### src/rtl/cmp_ctrl_pkg.sv
package cmp_ctrl_pkg;
    localparam int EN_BIT   = 5;
    localparam int PSEL_BIT = 4;
    localparam int NSEL_BIT = 3;
    localparam int OE_BIT   = 2;
    localparam int CO_BIT   = 1;
    localparam int FLAG_BIT = 0;

    typedef struct packed {
        logic en;
        logic psel;
        logic nsel;
        logic oe;
    } ctrl_t;

    typedef struct packed {
        logic prev;
        logic flag;
    } det_t;
endpackage

### src/rtl/cmp_sync.sv
module cmp_sync #(
    parameter int STAGES = 2
) (
    input  logic clk,
    input  logic rst_n,
    input  logic clr,
    input  logic din,
    output logic dout
);
    logic [STAGES-1:0] chain_d, chain_q;

    always_comb begin
        if (clr) begin
            chain_d = '0;
        end else begin
            chain_d = {chain_q[STAGES-2:0], din};
        end
    end

    always_ff @(posedge clk) begin
        if (!rst_n) chain_q <= '0;
        else        chain_q <= chain_d;
    end

    assign dout = chain_q[STAGES-1];
endmodule

### src/rtl/cmp_change_flag.sv
module cmp_change_flag
    import cmp_ctrl_pkg::*;
(
    input  logic clk,
    input  logic rst_n,
    input  logic clr,
    input  logic level,
    input  logic sw_clr,
    output logic flag
);
    det_t det_d, det_q;
    logic change;

    always_comb begin
        change = level ^ det_q.prev;
        det_d  = det_q;
        if (clr) begin
            det_d = '0;
        end else begin
            det_d.prev = level;
            det_d.flag = change | (det_q.flag & ~sw_clr);
        end
    end

    always_ff @(posedge clk) begin
        if (!rst_n) det_q <= '0;
        else        det_q <= det_d;
    end

    assign flag = det_q.flag;
endmodule

### src/rtl/cmp_ctrl_reg.sv
module cmp_ctrl_reg
    import cmp_ctrl_pkg::*;
#(
    parameter int              ADDR_W      = 8,
    parameter logic [ADDR_W-1:0] REG_ADDR  = 'hAC,
    parameter int              SYNC_STAGES = 2
) (
    input  logic              clk,
    input  logic              rst_n,
    input  logic [ADDR_W-1:0] bus_addr,
    input  logic              bus_wr,
    input  logic [7:0]        bus_wdata,
    output logic [7:0]        bus_rdata,
    input  logic              cmp_raw,
    input  logic              irq_en,
    output logic              cmp_en,
    output logic              pos_sel,
    output logic              neg_sel,
    output logic              pin_oe,
    output logic              pin_out,
    output logic              irq
);
    ctrl_t ctrl_d, ctrl_q;
    logic  hit, wr_hit, sw_clr, clr_all;
    logic  co_s, flag_s, oe_q;
    logic  unused_wbits;

    assign unused_wbits = ^{bus_wdata[7:6], bus_wdata[CO_BIT]};

    always_comb begin
        hit    = (bus_addr == REG_ADDR);
        wr_hit = hit & bus_wr;
        ctrl_d = ctrl_q;
        if (wr_hit) begin
            ctrl_d.en   = bus_wdata[EN_BIT];
            ctrl_d.psel = bus_wdata[PSEL_BIT];
            ctrl_d.nsel = bus_wdata[NSEL_BIT];
            ctrl_d.oe   = bus_wdata[OE_BIT];
        end
        sw_clr  = wr_hit & ~bus_wdata[FLAG_BIT];
        clr_all = ~ctrl_d.en;
    end

    always_ff @(posedge clk) begin
        if (!rst_n) ctrl_q <= '0;
        else        ctrl_q <= ctrl_d;
    end

    cmp_sync #(.STAGES(SYNC_STAGES)) u_sync (
        .clk   (clk),
        .rst_n (rst_n),
        .clr   (clr_all),
        .din   (cmp_raw),
        .dout  (co_s)
    );

    cmp_change_flag u_det (
        .clk    (clk),
        .rst_n  (rst_n),
        .clr    (clr_all),
        .level  (co_s),
        .sw_clr (sw_clr),
        .flag   (flag_s)
    );

    always_comb begin
        bus_rdata = '0;
        if (hit) begin
            bus_rdata[EN_BIT]   = ctrl_q.en;
            bus_rdata[PSEL_BIT] = ctrl_q.psel;
            bus_rdata[NSEL_BIT] = ctrl_q.nsel;
            bus_rdata[OE_BIT]   = ctrl_q.oe;
            bus_rdata[CO_BIT]   = co_s;
            bus_rdata[FLAG_BIT] = flag_s;
        end
    end

    assign oe_q    = ctrl_q.oe;
    assign cmp_en  = ctrl_q.en;
    assign pos_sel = ctrl_q.psel;
    assign neg_sel = ctrl_q.nsel;
    assign pin_oe  = ctrl_q.en & ctrl_q.oe;
    assign pin_out = cmp_raw & pin_oe;
    assign irq     = flag_s & irq_en;
endmodule

### config.mk
export PLATFORM = sky130hd
export DESIGN_NAME = cmp_ctrl_reg
export DESIGN_NICKNAME = d
export VERILOG_FILES = /design/src/rtl/cmp_ctrl_pkg.sv /design/src/rtl/cmp_sync.sv /design/src/rtl/cmp_change_flag.sv /design/src/rtl/cmp_ctrl_reg.sv
export SDC_FILE = /design/constraint.sdc
export NUM_CORES = 1
export LEC_CHECK = 0
export ABC_CLOCK_PERIOD_IN_PS = 2550
export BUFFER_PORTS_ARGS = -buffer_cell sky130_fd_sc_hd__buf_4
export CORE_AREA = 10 10 47 49
export CTS_CLUSTER_SIZE = 40
export DETAILED_ROUTE_END_ITERATION = 8
export DIE_AREA = 0 0 57 59
export PLACE_DENSITY_LB_ADDON = 0.2
export SLEW_MARGIN = 20
export SYNTH_ARGS = -nofsm -noshare
export SYNTH_HDL_FRONTEND = slang
export SYNTH_SLANG_ARGS = --single-unit
### constraint.sdc
create_clock -name clk -period 2.55 [get_ports clk]
set_input_delay 0.1275 -clock clk [delete_from_list [all_inputs] [get_ports clk]]
set_output_delay 0.1275 -clock clk [all_outputs]
set_load 0.05 [all_outputs]
==> summary.txt, run 1 <==
Yosys
  – Syn Area/Cell: 9.09 µm²
  – Main area contributors after synthesis: dfxtp_1 (39%), and2_1 (14%), a21boi_0 (5.5%)
  – Top-area cell type share of the netlist area: 0.391
  – Asr flop ratio synth: 0
  – Register area share after synthesis: 0.391
  – Synth Cell Area: 409 µm²
  – Main flop type after synthesis: dfxtp_1
  – Commonest cells in the netlist: and2_1 (9), dfxtp_1 (8), nand2_1 (6), a21boi_0 (3), nand3_1 (3)
  – Number of flops mapped to enable cells by yosys: 0
  – Synth cell types: 19
  – Post-synthesis register bit count: 8
  – Syn Inst Count: between 40 and 50
  – Largest area contributor in the netlist: dfxtp_1
  – YS warnings: 0
  – Dominant cell by count in the synthesized netlist: and2_1

Layout
  – Area Overhead vs Synth: 59.9%
  – Layout cell share with drive strength beyond 1: 0.487
  – Diode count: 0
  – Sequential cell area: ~160 µm²
  – Final instance area: 654 µm²
  – Multi-input gate area: 223 µm²
  – Post-route insts no fill: between 90 and 100
  – Fin nets: 99
  – FILL cells: 162

Detailed routing
  – First-pass DRT Iterations: 4
  – M1 WL: around 380 µm
  – Initial DRC Count: 2
  – Wire length on met3: 174 µm
  – Drt wl/cell: 12.3 µm
  – Vias post-DR: 400
  – Met2 WL: 570 µm
  – Routed vias/inst: 4.35
  – Routed wire length: 1.13 mm
  – Residual DRC count: 0
  – Post-route ant nets: 0
  – Max layer used: met4

Floorplanning
  – Core area: 1400 µm²
  – Row count: 14
  – Die height: 59 µm
  – Initial Util: 0.292
  – Die area: 3360 µm²
  – Die Wd: 57 µm
  – I/O pin count: 35

GRT
  – Initial antenna violation count: 0
  – Largest net degree at the start of global routing: 10
  – Vias in the first global route: 450
  – Overflow after GRT: 0
  – GRT Total Usage: 0.0734
  – Global-route wire length before repair: 1.90 mm

Setup path
  – Type of origin of the critical path: input pin
  – WP data required: 2.69 ns
  – Worst Setup SP: bus_addr[1]
  – Critical path endpoint category: flip-flop
  – Critical path peak fanout: 5
  – CP Class: in -> reg
  – Worst EP arrival: around 1.5 ns
  – Reg-to-Reg Start: cmp_en
  – Internal reg-to-reg setup slack: 1.65 ns

Job
  – Max_cap viols: 0

Place
  – Placed Area: 632 µm²
  – PortBufs: 29
  – Routability Congestion: between 0.6 and 0.7
  – DP Cell Count: 89

Timing
  – Worst Skew: roughly 0.0008 ns
  – Setup TNS: 0 ns
  – Hold Vio Cnt, Final: 0
  – Slew Limit Fails: 0
  – Fmax: 764 MHz
  – RSZ-0062 raised after global routing: no
  – Final setup viols: 0
  – Period Utilization, post-route: 0.513
  – Fin crit period: 1.31 ns

Outcome
  – Status: finished clean

Worst hold path
  – Hold wc startpoint: cmp_raw
  – Hold Path Class: in -> reg

Pwr
  – Peak supply drop: roughly 0.19 mV
  – P_leak: 0.309 nW
  – Power Total: about 0.00025 W
  – Pwr/cell area: 381 nW/µm²

Clock network
  – Number of gates resized after CTS: 0
  – Clk buf depth: 2
  – Setup Buffers After CTS: 0
  – Hold_buf cts: 0
  – Clk sink count: 8
  – TritonCTS buffer count: 3
  – CTS clk-pin slew, worst paths: roughly 0.050 ns
  – # H-tree levels: 1
  – Root buffer cell: clkbuf_4
  – CTS tree: done
  – Worst-Skew Late Latency: approximately 0.25 ns
-- kinds of logic after synthesis --
logic type,Yosys count,share of synthesized area
and+or+nand+nor,25,0.364
AOI/OAI and AO/OA,5,0.0856
xor gates and xnor gates,1,0.0214
buffers and inverters,4,0.0734
DFF,8,0.391
muxes,1,0.0550
other,1,0.00917
-- critical path: stages --
cell and delay [ns]:
buf_4 0.10, or2_1 0.23, or4_4 0.57, mux2i_4 0.22, and2_2 0.19
-- path summary, 6_finish.rpt --
kind | end | cells past startpoint
worst max-delay path | u_sync.chain_q[1] | 5
worst min-delay path | u_sync.chain_q[0] | 2
worst max register to register | u_det.flag | 3
worst min register to register | u_sync.chain_q[1] | 1
-- flip-flops by register name (all words and copies together) (netlist names) --
register,count
cmp_en,1
neg_sel,1
oe_q,1
pos_sel,1
u_det.det_q,1
u_det.flag,1
u_sync.chain_q,2
-- routing by layer --
layer | global-route usage | vias to the layer above
met4 | 0.0403 | 0
met5 | 0 | -
met1 | 0.0591 | 176
met3 | 0.0579 | 2
met2 | 0.126 | 16
li1 | - | 206
-- cell type report --
type | instances | area share
Timing Repair Buffer | 30 | 0.344
Multi-Input combinational cell | 34 | 0.340
Sequential cell | 8 | 0.245
Clock buffer | 3 | 0.0344
Tap cell | 16 | 0.0306
Inverter | 1 | 0.00574
-- where the power goes --
group          switching (W)  internal, W
Combinational      0.0000131    0.0000187
Clock              0.0000385    0.0000535
Sequential      0.0000000657     0.000125
Total              0.0000516     0.000198
-- placed cells by master (no fill, tap or decap), drive strengths merged --
cell,count
inv,1
a21boi,4
nand4bb,1
o21ai,1
nor3,1
clkbuf,3
xnor2,1
nand3,3
conb,2
dfxtp,8
and3,1
mux2i,1
buf,30
nand2,6
or4,1
and2,11
or2,1
-- per-stage QoR --
step                      utilization  worst slack, ns  hold slack [ns]
after CTS                       0.467             1.24           0.0941
after detailed placement        0.451            0.981            0.358
after global routing            0.467             1.18            0.103
final                           0.467             1.24            0.103
after floorplan                     -             1.08            0.264
after global placement          0.451            0.986            0.356
Power figures use the tool's default switching activity.
==> run 2, diff against run 1 <==
--- a/config.mk
+++ b/config.mk
@@ -5,7 +5,8 @@
 export SDC_FILE = /design/constraint.sdc
 export NUM_CORES = 1
 export LEC_CHECK = 0
-export ABC_CLOCK_PERIOD_IN_PS = 2550
+export ABC_AREA = 1
+export ABC_CLOCK_PERIOD_IN_PS = 1300
 export BUFFER_PORTS_ARGS = -buffer_cell sky130_fd_sc_hd__buf_4
 export CORE_AREA = 10 10 47 49
 export CTS_CLUSTER_SIZE = 40
==> constraint.sdc (replaced) <==
create_clock -name clk -period 1.3 [get_ports clk]
set_input_delay 0.065 -clock clk [delete_from_list [all_inputs] [get_ports clk]]
set_output_delay 0.065 -clock clk [all_outputs]
set_load 0.05 [all_outputs]
==> summary.txt, run 2 <==
Outcome
  – Status: finished clean

Job
  – Max_cap viols: 0

Clock network
  – CTS tree: done
  – Number of gates resized after CTS: 0
  – Setup Buffers After CTS: 0
  – Clk sink count: 8
  – TritonCTS buffer count: 3
  – # H-tree levels: 1
  – Root buffer cell: clkbuf_4
  – CTS clk-pin slew, worst paths: about 0.05 ns
  – Worst-Skew Late Latency: 0.26 ns
  – Hold_buf cts: 0
  – Clk buf depth: 2

Floorplanning
  – Initial Util: 0.305
  – Die height: 59 µm
  – Row count: 14
  – Core area: 1400 µm²
  – I/O pin count: 35
  – Die Wd: 57 µm
  – Die area: 3360 µm²

Yosys
  – Syn Inst Count: 61
  – Largest area contributor in the netlist: dfxtp_1
  – Main flop type after synthesis: dfxtp_1
  – Main area contributors after synthesis: dfxtp_1 (37%), inv_1 (15%), nor2_1 (8.8%)
  – Syn Area/Cell: about 7.0 µm²
  – Dominant cell by count in the synthesized netlist: inv_1
  – Commonest cells in the netlist: inv_1 (17), nor2_1 (10), dfxtp_1 (8), nand2_1 (6), a21oi_1 (4)
  – Synth Cell Area: 428 µm²
  – Number of flops mapped to enable cells by yosys: 0
  – Synth cell types: 15
  – Asr flop ratio synth: 0
  – Register area share after synthesis: 0.374
  – Post-synthesis register bit count: 8
  – Top-area cell type share of the netlist area: 0.374
  – YS warnings: 0

Timing
  – Final setup viols: 0
  – RSZ-0062 raised after global routing: no
  – Fmax: 940 MHz
  – Setup TNS: 0 ns
  – Final setup margin: 0.236 ns
  – Fin crit period: 1.06 ns
  – Hold Vio Cnt, Final: 0
  – Period Utilization, post-route: 0.819
  – Slew Limit Fails: 0
  – Worst Skew: 0.00491 ns

Place
  – PortBufs: 29
  – Post-DP HPWL: 1.06 mm
  – Placed Area: 664 µm²
  – Post-Place Setup Slack: 0.225 ns
  – Routability Congestion: 0.691

GRT
  – Overflow after GRT: 0
  – Global-route wire length before repair: 2.10 mm
  – Largest net degree at the start of global routing: 8
  – Vias in the first global route: 463
  – Initial antenna violation count: 0
  – GRT Total Usage: 0.0793

Layout
  – FILL cells: 146
  – Max FFs per register: 2
  – Reg with most FFs: u_sync.chain_q
  – Area Overhead vs Synth: 60.5%
  – Most common cell after layout, fill and taps aside: buf_4
  – Diode count: 0
  – Fin nets: between 100 and 150
  – Layout cell share with drive strength beyond 1: 0.467
  – Most frequent cells in the layout: buf_4 (29), inv_1 (17), dfxtp_1 (8)
  – Final instance area: 687 µm²

Detailed routing
  – Residual DRC count: 0
  – Post-route ant nets: 0
  – Routed wire length: around 1.3 mm
  – Vias post-DR: 447
  – Drt wl/cell: about 12 µm
  – Routed vias/inst: roughly 4.1
  – First-pass DRT Iterations: 4
  – Initial DRC Count: 3

Setup path
  – Critical path peak fanout: 3
  – Delay-heaviest family, CP: flip-flops
  – CP Class: reg -> out
  – Crit-path slowest cell: dfxtp_1
  – CP Cell Sequence: nand2_1 > nor2_2 > buf_4
  – WP data required: 1.24 ns
  – Critical Path Max Stage Delay: 0.35 ns
  – Reg-to-Reg Start: cmp_en
  – Buf/Inv on CP: 1
  – Type of origin of the critical path: flip-flop
  – Worst Setup SP: cmp_en
  – Critical path endpoint category: output pin
  – Worst EP arrival: 1.00 ns

Worst hold path
  – Hold wc startpoint: cmp_raw
  – Hold Path Class: in -> reg

Pwr
  – Pwr/cell area: between 700 and 800 nW/µm²
  – Peak supply drop: approximately 0.58 mV
  – P_leak: around 0.35 nW
  – Power Total: 0.000513 W
run 2: final timing paths:
kind | end | slack (ns) | cells past startpoint
hold / removal | u_sync.chain_q[0] | 0.05 | 3
hold reg to reg | u_sync.chain_q[1] | 0.40 | 2
setup reg to reg | u_det.det_q[1] | 0.52 | 4
setup / recovery | pin_out | 0.24 | 3
run 2: area by class of cell:
type	count	area, µm²	area share
timing repair buffer	29	218	0.317
clock buffer	3	22.5	0.0328
sequential	8	160	0.233
inverter	17	63.8	0.0929
multi-input combinational	35	203	0.295
tap	16	20.0	0.0291
run 2: where the power goes:
part	switching [W]	leakage (nW)	internal, W
Clock	0.0000870	0.0138	0.000106
Combinational	0.0000361	0.269	0.0000385
Sequential	0.000000165	0.0644	0.000246
run 2: stage by stage:
step / instances / hold WS (ns) / util
2_1_floorplan: 62 / 0.207 / -
3_3_place_gp: 105 / 0.306 / 0.474
3_5_place_dp: 105 / 0.314 / 0.474
4_1_cts: 108 / 0.0498 / 0.490
5_1_grt: 108 / 0.0672 / 0.490
6_report: 108 / 0.0518 / 0.490
run 2: layer usage:
layer  global-route usage  up-vias  wire [µm]
li1                     -      239          -
met1               0.0765      185        486
met2                0.130       21        604
met3               0.0622        2        158
met4               0.0201        0          5
met5                    0        -          0
run 2: cells by family after synthesis:
logic type,synth area share
AND/OR/NAND/NOR,0.330
buffers and inverters,0.184
flip-flops,0.374
AO/OA/AOI/OAI,0.0819
XOR/XNOR,0.0205
other,0.00876
run 2: tightest hold or removal path: stages:
cell,delay [ns]
buf_4,0.08
inv_1,0.04
nor2_1,0.08
